===== src/rtl/mm_pkg.sv =====
package mm_pkg;
  typedef enum logic [1:0] {
    ST_IDLE = 2'd0,
    ST_PRE  = 2'd1,
    ST_ITER = 2'd2,
    ST_FIN  = 2'd3
  } mm_state_e;
endpackage


===== src/rtl/mm_addend_sel.sv =====
module mm_addend_sel #(
  parameter int WIDTH = 16,
  localparam int TW = WIDTH + 2
) (
  input  logic             t_lsb,
  input  logic             a_bit,
  input  logic             b_lsb,
  input  logic [WIDTH-1:0] b_val,
  input  logic [WIDTH-1:0] p_val,
  input  logic [TW-1:0]    bp_val,
  output logic [TW-1:0]    addend
);
  always_comb begin
    unique case ({t_lsb, a_bit, b_lsb})
      3'b000, 3'b001: addend = '0;
      3'b010, 3'b111: addend = {2'b00, b_val};
      3'b011, 3'b110: addend = bp_val;
      default:        addend = {2'b00, p_val};
    endcase
  end
endmodule


===== src/rtl/mm_ctrl.sv =====
module mm_ctrl #(
  parameter int WIDTH = 16,
  localparam int CW = (WIDTH > 1) ? $clog2(WIDTH) : 1
) (
  input  logic                 clk,
  input  logic                 rst_n,
  input  logic                 start,
  output mm_pkg::mm_state_e    state_o
);
  import mm_pkg::*;

  mm_state_e      state_q, state_d;
  logic [CW-1:0]  cnt_q, cnt_d;
  logic           cnt_en;

  always_comb begin
    state_d = state_q;
    cnt_d   = cnt_q;
    cnt_en  = 1'b0;
    unique case (state_q)
      ST_IDLE: if (start) state_d = ST_PRE;
      ST_PRE: begin
        state_d = ST_ITER;
        cnt_d   = '0;
        cnt_en  = 1'b1;
      end
      ST_ITER: begin
        cnt_en = 1'b1;
        cnt_d  = cnt_q + 1'b1;
        if (cnt_q == CW'(WIDTH - 1)) state_d = ST_FIN;
      end
      default: state_d = ST_IDLE;
    endcase
  end

  always_ff @(posedge clk or negedge rst_n) begin
    if (!rst_n) begin
      state_q <= ST_IDLE;
      cnt_q   <= '0;
    end else begin
      state_q <= state_d;
      if (cnt_en) cnt_q <= cnt_d;
    end
  end

  assign state_o = state_q;
endmodule


===== src/rtl/mont_mul_r2.sv =====
module mont_mul_r2 #(
  parameter int WIDTH = 16
) (
  input  logic             clk,
  input  logic             rst_n,
  input  logic             start,
  input  logic [WIDTH-1:0] op_a,
  input  logic [WIDTH-1:0] op_b,
  input  logic [WIDTH-1:0] modulus,
  output logic             busy,
  output logic             done,
  output logic [WIDTH-1:0] result
);
  import mm_pkg::*;
  localparam int TW = WIDTH + 2;

  mm_state_e        state;
  logic [WIDTH-1:0] a_q, b_q, p_q;
  logic [TW-1:0]    bp_q, t_q, t_d, addend, sum;
  logic [WIDTH-1:0] res_q, res_d;
  logic             done_q;
  logic             ld_en, bp_en, t_en, res_en;

  mm_ctrl #(.WIDTH(WIDTH)) u_ctrl (
    .clk     (clk),
    .rst_n   (rst_n),
    .start   (start),
    .state_o (state)
  );

  mm_addend_sel #(.WIDTH(WIDTH)) u_sel (
    .t_lsb  (t_q[0]),
    .a_bit  (a_q[0]),
    .b_lsb  (b_q[0]),
    .b_val  (b_q),
    .p_val  (p_q),
    .bp_val (bp_q),
    .addend (addend)
  );

  assign ld_en  = (state == ST_IDLE) && start;
  assign bp_en  = (state == ST_PRE);
  assign t_en   = (state == ST_ITER) || ld_en;
  assign res_en = (state == ST_FIN);

  assign sum = t_q + addend;

  always_comb begin
    t_d = ld_en ? '0 : {1'b0, sum[TW-1:1]};
    if (t_q >= {2'b00, p_q}) res_d = WIDTH'(t_q - {2'b00, p_q});
    else                     res_d = t_q[WIDTH-1:0];
  end

  always_ff @(posedge clk or negedge rst_n) begin
    if (!rst_n) begin
      a_q    <= '0;
      b_q    <= '0;
      p_q    <= '0;
      bp_q   <= '0;
      t_q    <= '0;
      res_q  <= '0;
      done_q <= 1'b0;
    end else begin
      if (ld_en) begin
        a_q <= op_a;
        b_q <= op_b;
        p_q <= modulus;
      end else if (state == ST_ITER) begin
        a_q <= {1'b0, a_q[WIDTH-1:1]};
      end
      if (bp_en)  bp_q  <= {2'b00, b_q} + {2'b00, p_q};
      if (t_en)   t_q   <= t_d;
      if (res_en) res_q <= res_d;
      done_q <= res_en;
    end
  end

  assign busy   = (state != ST_IDLE);
  assign done   = done_q;
  assign result = res_q;
endmodule


===== config.mk =====
export PLATFORM = sky130hd
export DESIGN_NAME = mont_mul_r2
export DESIGN_NICKNAME = d
export VERILOG_FILES = /design/src/rtl/mm_pkg.sv /design/src/rtl/mm_addend_sel.sv /design/src/rtl/mm_ctrl.sv /design/src/rtl/mont_mul_r2.sv
export SDC_FILE = /design/constraint.sdc
export NUM_CORES = 1
export LEC_CHECK = 0
export ABC_AREA = 1
export BUFFER_PORTS_ARGS = -buffer_cell sky130_fd_sc_hd__buf_2
export CAP_MARGIN = 0
export CORE_AREA = 4 4 161 163
export DETAILED_ROUTE_END_ITERATION = 6
export DIE_AREA = 0 0 165 167
export PLACE_DENSITY = 0.54
export SETUP_SLACK_MARGIN = 0.1
export SYNTH_ARGS = -nofsm -noshare
export SYNTH_HDL_FRONTEND = slang
export SYNTH_SLANG_ARGS = --single-unit
export TNS_END_PERCENT = 5

===== constraint.sdc =====
create_clock -name clk -period 2.6 [get_ports clk]
set_input_delay 0.39 -clock clk [delete_from_list [all_inputs] [get_ports clk]]
set_output_delay 0.39 -clock clk [all_outputs]
set_load 0.02 [all_outputs]

==> results of run 1 <==
==> kinds of logic (layout without fill, tap and decap cells) <==
logic type | after synthesis | after routing
AO/OA/AOI/OAI | 197 | 197
AND/OR/NAND/NOR | 431 | 431
buffers and inverters | 147 | 246
XOR/XNOR | 17 | 17
flip-flops | 105 | 105
adder cells (fa/ha/maj) | 58 | 58
==> cell usage in the layout, fill, tap and decap left out, types with 5 or more instances in the layout <==
| cell type | instances |
|---|---|
| a21oi_1 | 39 |
| a21oi_2 | 14 |
| a31oi_1 | 5 |
| buf_2 | 67 |
| buf_4 | 37 |
| clkbuf_16 | 9 |
| dfrtp_1 | 102 |
| ha_1 | 43 |
| ha_4 | 12 |
| inv_1 | 113 |
| inv_2 | 5 |
| nand2_1 | 256 |
| nand2_2 | 18 |
| nand3_1 | 94 |
| nand3b_1 | 8 |
| nor2_1 | 35 |
| o211ai_1 | 19 |
| o21ai_0 | 78 |
| o21ai_1 | 15 |
| xnor2_1 | 11 |
| xor2_1 | 6 |
==> where the power goes <==
group	total (mW)	internal, mW	switching [mW]
sequential	2.94	2.35	0.596
combinational	7.68	3.06	4.62
clock	1.31	0.659	0.652
==> repair_timing <==
action | in CTS | in global routing
endpoints found under the hold margin | 0 | 0
resized for setup | 15 | 64
setup endpoints to repair | 10 | 27
buffers inserted | 7 | 3
pin swaps | 13 | 24
cloned | 1 | 0
==> worst register-to-register path: stages, from the launching register on <==
cell and delay [ns]:
dfrtp_2 0.45, buf_4 0.15, o21a_4 0.24, buf_6 0.14, o211ai_1 0.17, o21ai_1 0.09
inv_1 0.09, ha_4 0.21, nand2_2 0.07, inv_1 0.06, a21oi_2 0.15, nand2_2 0.10
nand2_1 0.08, o211ai_1 0.12, nor2_1 0.15, o22ai_2 0.09
==> layout make-up <==
type	instances	area [sq um]
fillers	2575	15700
multi-input cells	703	4140
flip-flops and latches	105	2630
repair buffers	111	718
inverters	119	448
well taps	324	405
clock buffers	11	233
clock inverters	5	41.3
==> sequential cells by signal, indices dropped and copies added, names as in the netlist <==
name and count:
u_ctrl.state_o 2, t_q 17, a_q 16, bp_q 17, result 16, done 1
b_q 16, p_q 16, u_ctrl.cnt_q 4
==> stage by stage <==
stage	hold slack, ns	cell area, sq um	setup TNS, ns	total power, mW
floorplan	0.0944	7050	0	7.86
global placement	0.446	7950	0	9.94
detailed placement	0.439	7950	-0.0324	9.96
CTS	0.0542	8330	0	11.5
global route	0.0779	8620	-0.291	13.2
finish	0.0364	8620	0	11.9
==> routing by layer <==
layer | up-vias | part of all wire | routed length [microns] | global-route usage
met5 | - | 0 | 0 | 0
met4 | 0 | 0.014 | 293 | 0.0307
met3 | 19 | 0.040 | 824 | 0.0250
met2 | 119 | 0.48 | 9840 | 0.258
met1 | 3092 | 0.47 | 9630 | 0.203
li1 | 3362 | - | - | -
==> worst max-delay path by stage <==
stage | from | to | slack [ns] | cells past startpoint
after floorplan | t_q[0] | t_q[8] | 0.11 | 17
after global placement | b_q[0] | t_q[14] | 0.05 | 16
after detailed placement | t_q[0] | t_q[14] | -0.02 | 16
after CTS | b_q[0] | t_q[14] | 0.09 | 16
after global routing | t_q[0] | t_q[13] | -0.06 | 16
final | t_q[0] | t_q[15] | 0.12 | 15
==> results_dict.tcl, run 1 <==
set metrics [dict create \
    run_status "finished, final reports clean" \
    synth_fp_nets 1064 \
    fp.dieH_microns 167 \
    grt_max_degree 62 \
    synth_top_area_frac 0.373 \
    cts-root-to-sink-buffers 2 \
    nets 1158 \
    synthSimpleGateAreaFrac 0.259 \
    gp_congestion 0.890 \
    critPathMaxFanout 6 \
    overflow 0 \
    drt_wl_total_mm 20.6 \
    final_antenna_net_count 0 \
    slowest_stage "dfrtp_2" \
    cp_slowest_stage_delay_ns 0.45 \
    numCtsBuffers 9 \
    io_pins 69 \
    start_util 0.290 \
    yosysMostFrequentCell "nand2_1" \
    firstDrtPassIters 7 \
    worst-endpoint-arrival_ns 2.69 \
    drtIter0Drc 384 \
    clockRootBuffer "clkbuf_16" \
    yosys.area_share.adder 0.106 \
    critPathBufInv 4 \
    avgSynthCellArea_sq_um 7.38 \
    syn_inst 955 \
    worst_slack_ns 0.122 \
    crit_family "compound AO/OA/AOI/OAI gates" \
    maxSlewHeadroom 0.569 \
    synthXorXnorAreaFrac 0.0211 \
    syn_to_final_growth_pct 22.2 \
    timing.final.crit_period_ns 2.48 \
    place_ws_ns -0.0244 \
    crit_type "flop to flop" \
    hold_viol 0 \
    grt_pass1_wl_mm 33.6 \
    tightest_slew_ns 0.645 \
    detailroute.via_count 6592 \
    cts.sinks 105 \
    rsz0062_at_grt "yes" \
    critPathCaptureType "flop" \
    post-route-util 0.354 \
    drive_gt1_frac 0.185 \
    start_kind "flop" \
    clock_skew_ns 0.0138 \
    synth_area_leader_cell "dfrtp_1" \
    setup_violations 0 \
    synth_cell_types 41 \
    clk_latency_ns 0.35 \
    die_area_sq_um 27600 \
    hold_class "input pin to async pin" \
    diodes 0 \
    synth-main-ff-cell "dfrtp_1" \
    p_leak_nw 4.32 \
    powerDensity_nw_per_um2 1380 \
    ctsHtreeMaxLevel 3 \
    wl_per_cell_microns 14.9 \
    fmax_mhz 404 \
    synth_common_cells "nand2_1, inv_1, dfrtp_1, nand3_1, o21ai_0" \
    critical_path.cell_chain "buf_4 -> o21a_4 -> buf_6 -> o211ai_1 -> o21ai_1 -> inv_1 -> ha_4 -> nand2_2 -> inv_1 -> a21oi_2 -> nand2_2 -> nand2_1 -> o211ai_1 -> nor2_1 -> o22ai_2" \
    required_ns 2.81 \
    async_flop_share 1.00 \
    dieWidth_microns 165 \
    r2r-end "t_q[15]" \
    rows 57 \
    dp_cells 1351 \
    cts_hold_buf 0 \
    post-route-period-util 0.953 \
    vias_per_cell 4.78 \
    drc 0 \
    coreArea_sq_um 24300 \
    rr_startpoint "t_q[0]" \
    synth_compound_area_frac 0.159 \
    synth_seq_cells 105 \
    ir_worst_vdd_uv 483 \
    final_cells 1378 \
    synth_edf_count 0 \
    dp_hpwl_mm 16.1 \
    ff2ff_setup_slack_ns 0.12 \
    grt_usage 0.152 \
    synth_top_family_by_area "simple AND/OR/NAND/NOR gates" \
    path_clk_slew_ns 0.08 \
    cts_tree "built" \
    io_buffers 68 \
    ys_seq_area_frac 0.373 \
    synth_area_sq_um 7050 \
    final_max_slew_viol_count 0 \
    synth_mux_area_frac 0 \
    grt_pass1_vias 6545 \
    synth_warnings 0 \
    ys_top_cells_by_area "dfrtp_1, nand2_1, ha_1" \
    grt_antenna_before_repair 0 \
    reg2reg_depth 15 \
    drv_cap 0 \
]
Power figures use the tool's default switching activity.
==> run 2, diff against run 1 <==
--- a/config.mk
+++ b/config.mk
@@ -6,12 +6,14 @@
 export NUM_CORES = 1
 export LEC_CHECK = 0
 export ABC_AREA = 1
+export ABC_CLOCK_PERIOD_IN_PS = 2600
 export BUFFER_PORTS_ARGS = -buffer_cell sky130_fd_sc_hd__buf_2
 export CAP_MARGIN = 0
 export CORE_AREA = 4 4 161 163
 export DETAILED_ROUTE_END_ITERATION = 6
 export DIE_AREA = 0 0 165 167
 export PLACE_DENSITY = 0.54
+export RECOVER_POWER = 100
 export SETUP_SLACK_MARGIN = 0.1
 export SYNTH_ARGS = -nofsm -noshare
 export SYNTH_HDL_FRONTEND = slang
==> run 2 against run 1 <==
Compared with the run above: critical path type unchanged; sequential power about the same; combinational power decreased by 0.9%; non-clock buffer count unchanged; critical path depth unchanged; global-route usage unchanged; core utilization decreased by 0.24 points.
==> results_dict.tcl, run 2 (synthesis gave the netlist of run 1 again) <==
set metrics [dict create \
    drive_gt1_frac 0.159 \
    start_util 0.290 \
    overflow 0 \
    io_pins 69 \
    finalSetupTns_ns 0 \
    critPathMaxFanout 6 \
    grt_max_degree 62 \
    fmax_mhz 404 \
    coreArea_sq_um 24300 \
    timing.final.crit_period_ns 2.47 \
    final_antenna_net_count 0 \
    ctsHtreeMaxLevel 3 \
    cts.sinks 105 \
    numCtsBuffers 9 \
    grt_use_met1 0.203 \
    vias_per_cell 4.81 \
    maxSlewHeadroom 0.242 \
    globalRouteMet2Util 0.258 \
    drtIter0Drc 384 \
    drc 0 \
    wl_per_cell_microns 15.0 \
    fp.dieH_microns 167 \
    largestRegisters "bp_q (17), t_q (17)" \
    drv_cap 0 \
    dp_hpwl_mm 16.1 \
    detailroute.via_count 6623 \
    top_usage_layer "met2" \
    die_area_sq_um 27600 \
    gp_congestion 0.890 \
    setup_violations 0 \
    clock_skew_ns 0.0143 \
    rows 57 \
    io_buffers 68 \
    ir_worst_vdd_uv 479 \
    fill_cells 2586 \
    syn_to_final_growth_pct 21.4 \
    run_status "finished, final reports clean" \
    tightest_slew_ns 1.14 \
    use_met3 0.0250 \
    clk_latency_ns 0.35 \
    grt_pass1_vias 6545 \
    rsz0062_at_grt "yes" \
    layout_common_cells "nand2_1, inv_1, dfrtp_1, nand3_1, o21ai_0" \
    cts-root-to-sink-buffers 2 \
    cts_hold_buf 0 \
    hold_class "input pin to flop" \
    grt_usage 0.152 \
    final_common_cell "nand2_1" \
    p_leak_nw 4.23 \
    dieWidth_microns 165 \
    grt_antenna_before_repair 0 \
    firstDrtPassIters 5 \
    crit_type "flop to flop" \
    nets 1158 \
    clockRootBuffer "clkbuf_16" \
    final_max_slew_viol_count 0 \
    worst-endpoint-arrival_ns 2.69 \
    drt_wl_total_mm 20.6 \
    diodes 0 \
    start_kind "flop" \
    critPathCaptureType "flop" \
    cts_tree "built" \
    post-route-util 0.352 \
    required_ns 2.81 \
    powerDensity_nw_per_um2 1390 \
    grt_pass1_wl_mm 33.6 \
    path_clk_slew_ns 0.08 \
    post-route-period-util 0.951 \
    hold_viol 0 \
]
==> run 2: repair_timing <==
| action | CTS | global route |
|---|---|---|
| resized for setup | 15 | 64 |
| buffers inserted | 7 | 3 |
| gates cloned | 1 | 0 |
| endpoints found under the setup margin | 10 | 27 |
| pin swaps | 13 | 24 |
==> run 2: path summary, 6_finish.rpt <==
check | from | to | slack, ns | cells after the start
worst max-delay path | t_q[0] | t_q[15] | 0.13 | 15
worst min-delay path | op_b[6] | b_q[6] | 0.24 | 3
worst max register to register | t_q[0] | t_q[15] | 0.13 | 15
worst min register to register | result[12] | result[12] | 0.48 | 2
max in group asynchronous | rst_n | t_q[0] | 0.98 | 2
min in group asynchronous | rst_n | bp_q[13] | 0.25 | 1
==> run 2: metal layers <==
| metal | vias to the layer above | wire length, microns |
|---|---|---|
| li1 | 3361 | - |
| met1 | 3124 | 9620 |
| met2 | 120 | 9910 |
| met3 | 18 | 802 |
| met4 | 0 | 283 |
| met5 | - | 0 |
==> run 2: report_power, final <==
group | leakage [nW] | switching (mW) | internal [mW]
registers | 1.32 | 0.601 | 2.35
logic | 2.78 | 4.61 | 3.00
clock network | 0.126 | 0.652 | 0.659
==> run 2: critical path, stage by stage, from the launching register on <==
cell	delay, ns
dfrtp_2	0.45
buf_4	0.15
o21a_4	0.24
buf_6	0.13
o211ai_1	0.16
o21ai_1	0.09
inv_1	0.09
ha_4	0.21
nand2_2	0.07
inv_1	0.06
a21oi_2	0.15
nand2_2	0.10
nand2_1	0.08
o211ai_1	0.11
nor2_1	0.16
o22ai_2	0.09
==> run 2: area by class of cell <==
cell class / count / area [sq um] / area share
clock buffers: 11 / 233 / 0.0272
flip-flops and latches: 105 / 2630 / 0.307
well taps: 324 / 405 / 0.0474
repair buffers: 111 / 669 / 0.0782
multi-input cells: 703 / 4130 / 0.483
inverters: 119 / 448 / 0.0523
clock inverters: 5 / 41.3 / 0.00482
==> run 2: through the flow <==
| step | cell area (sq um) | power [mW] | worst slack [ns] | hold WS [ns] | cells |
|---|---|---|---|---|---|
| 3_3_place_gp | 7950 | 9.94 | 0.0456 | 0.446 | 1351 |
| 6_report | 8560 | 11.9 | 0.127 | 0.237 | 1378 |
| 2_1_floorplan | 7050 | 7.86 | 0.106 | 0.0944 | 955 |
| 3_5_place_dp | 7950 | 9.96 | -0.0244 | 0.439 | 1351 |
| 5_1_grt | 8560 | 13.1 | -0.0628 | 0.237 | 1378 |
| 4_1_cts | 8330 | 11.5 | 0.0896 | 0.0542 | 1375 |
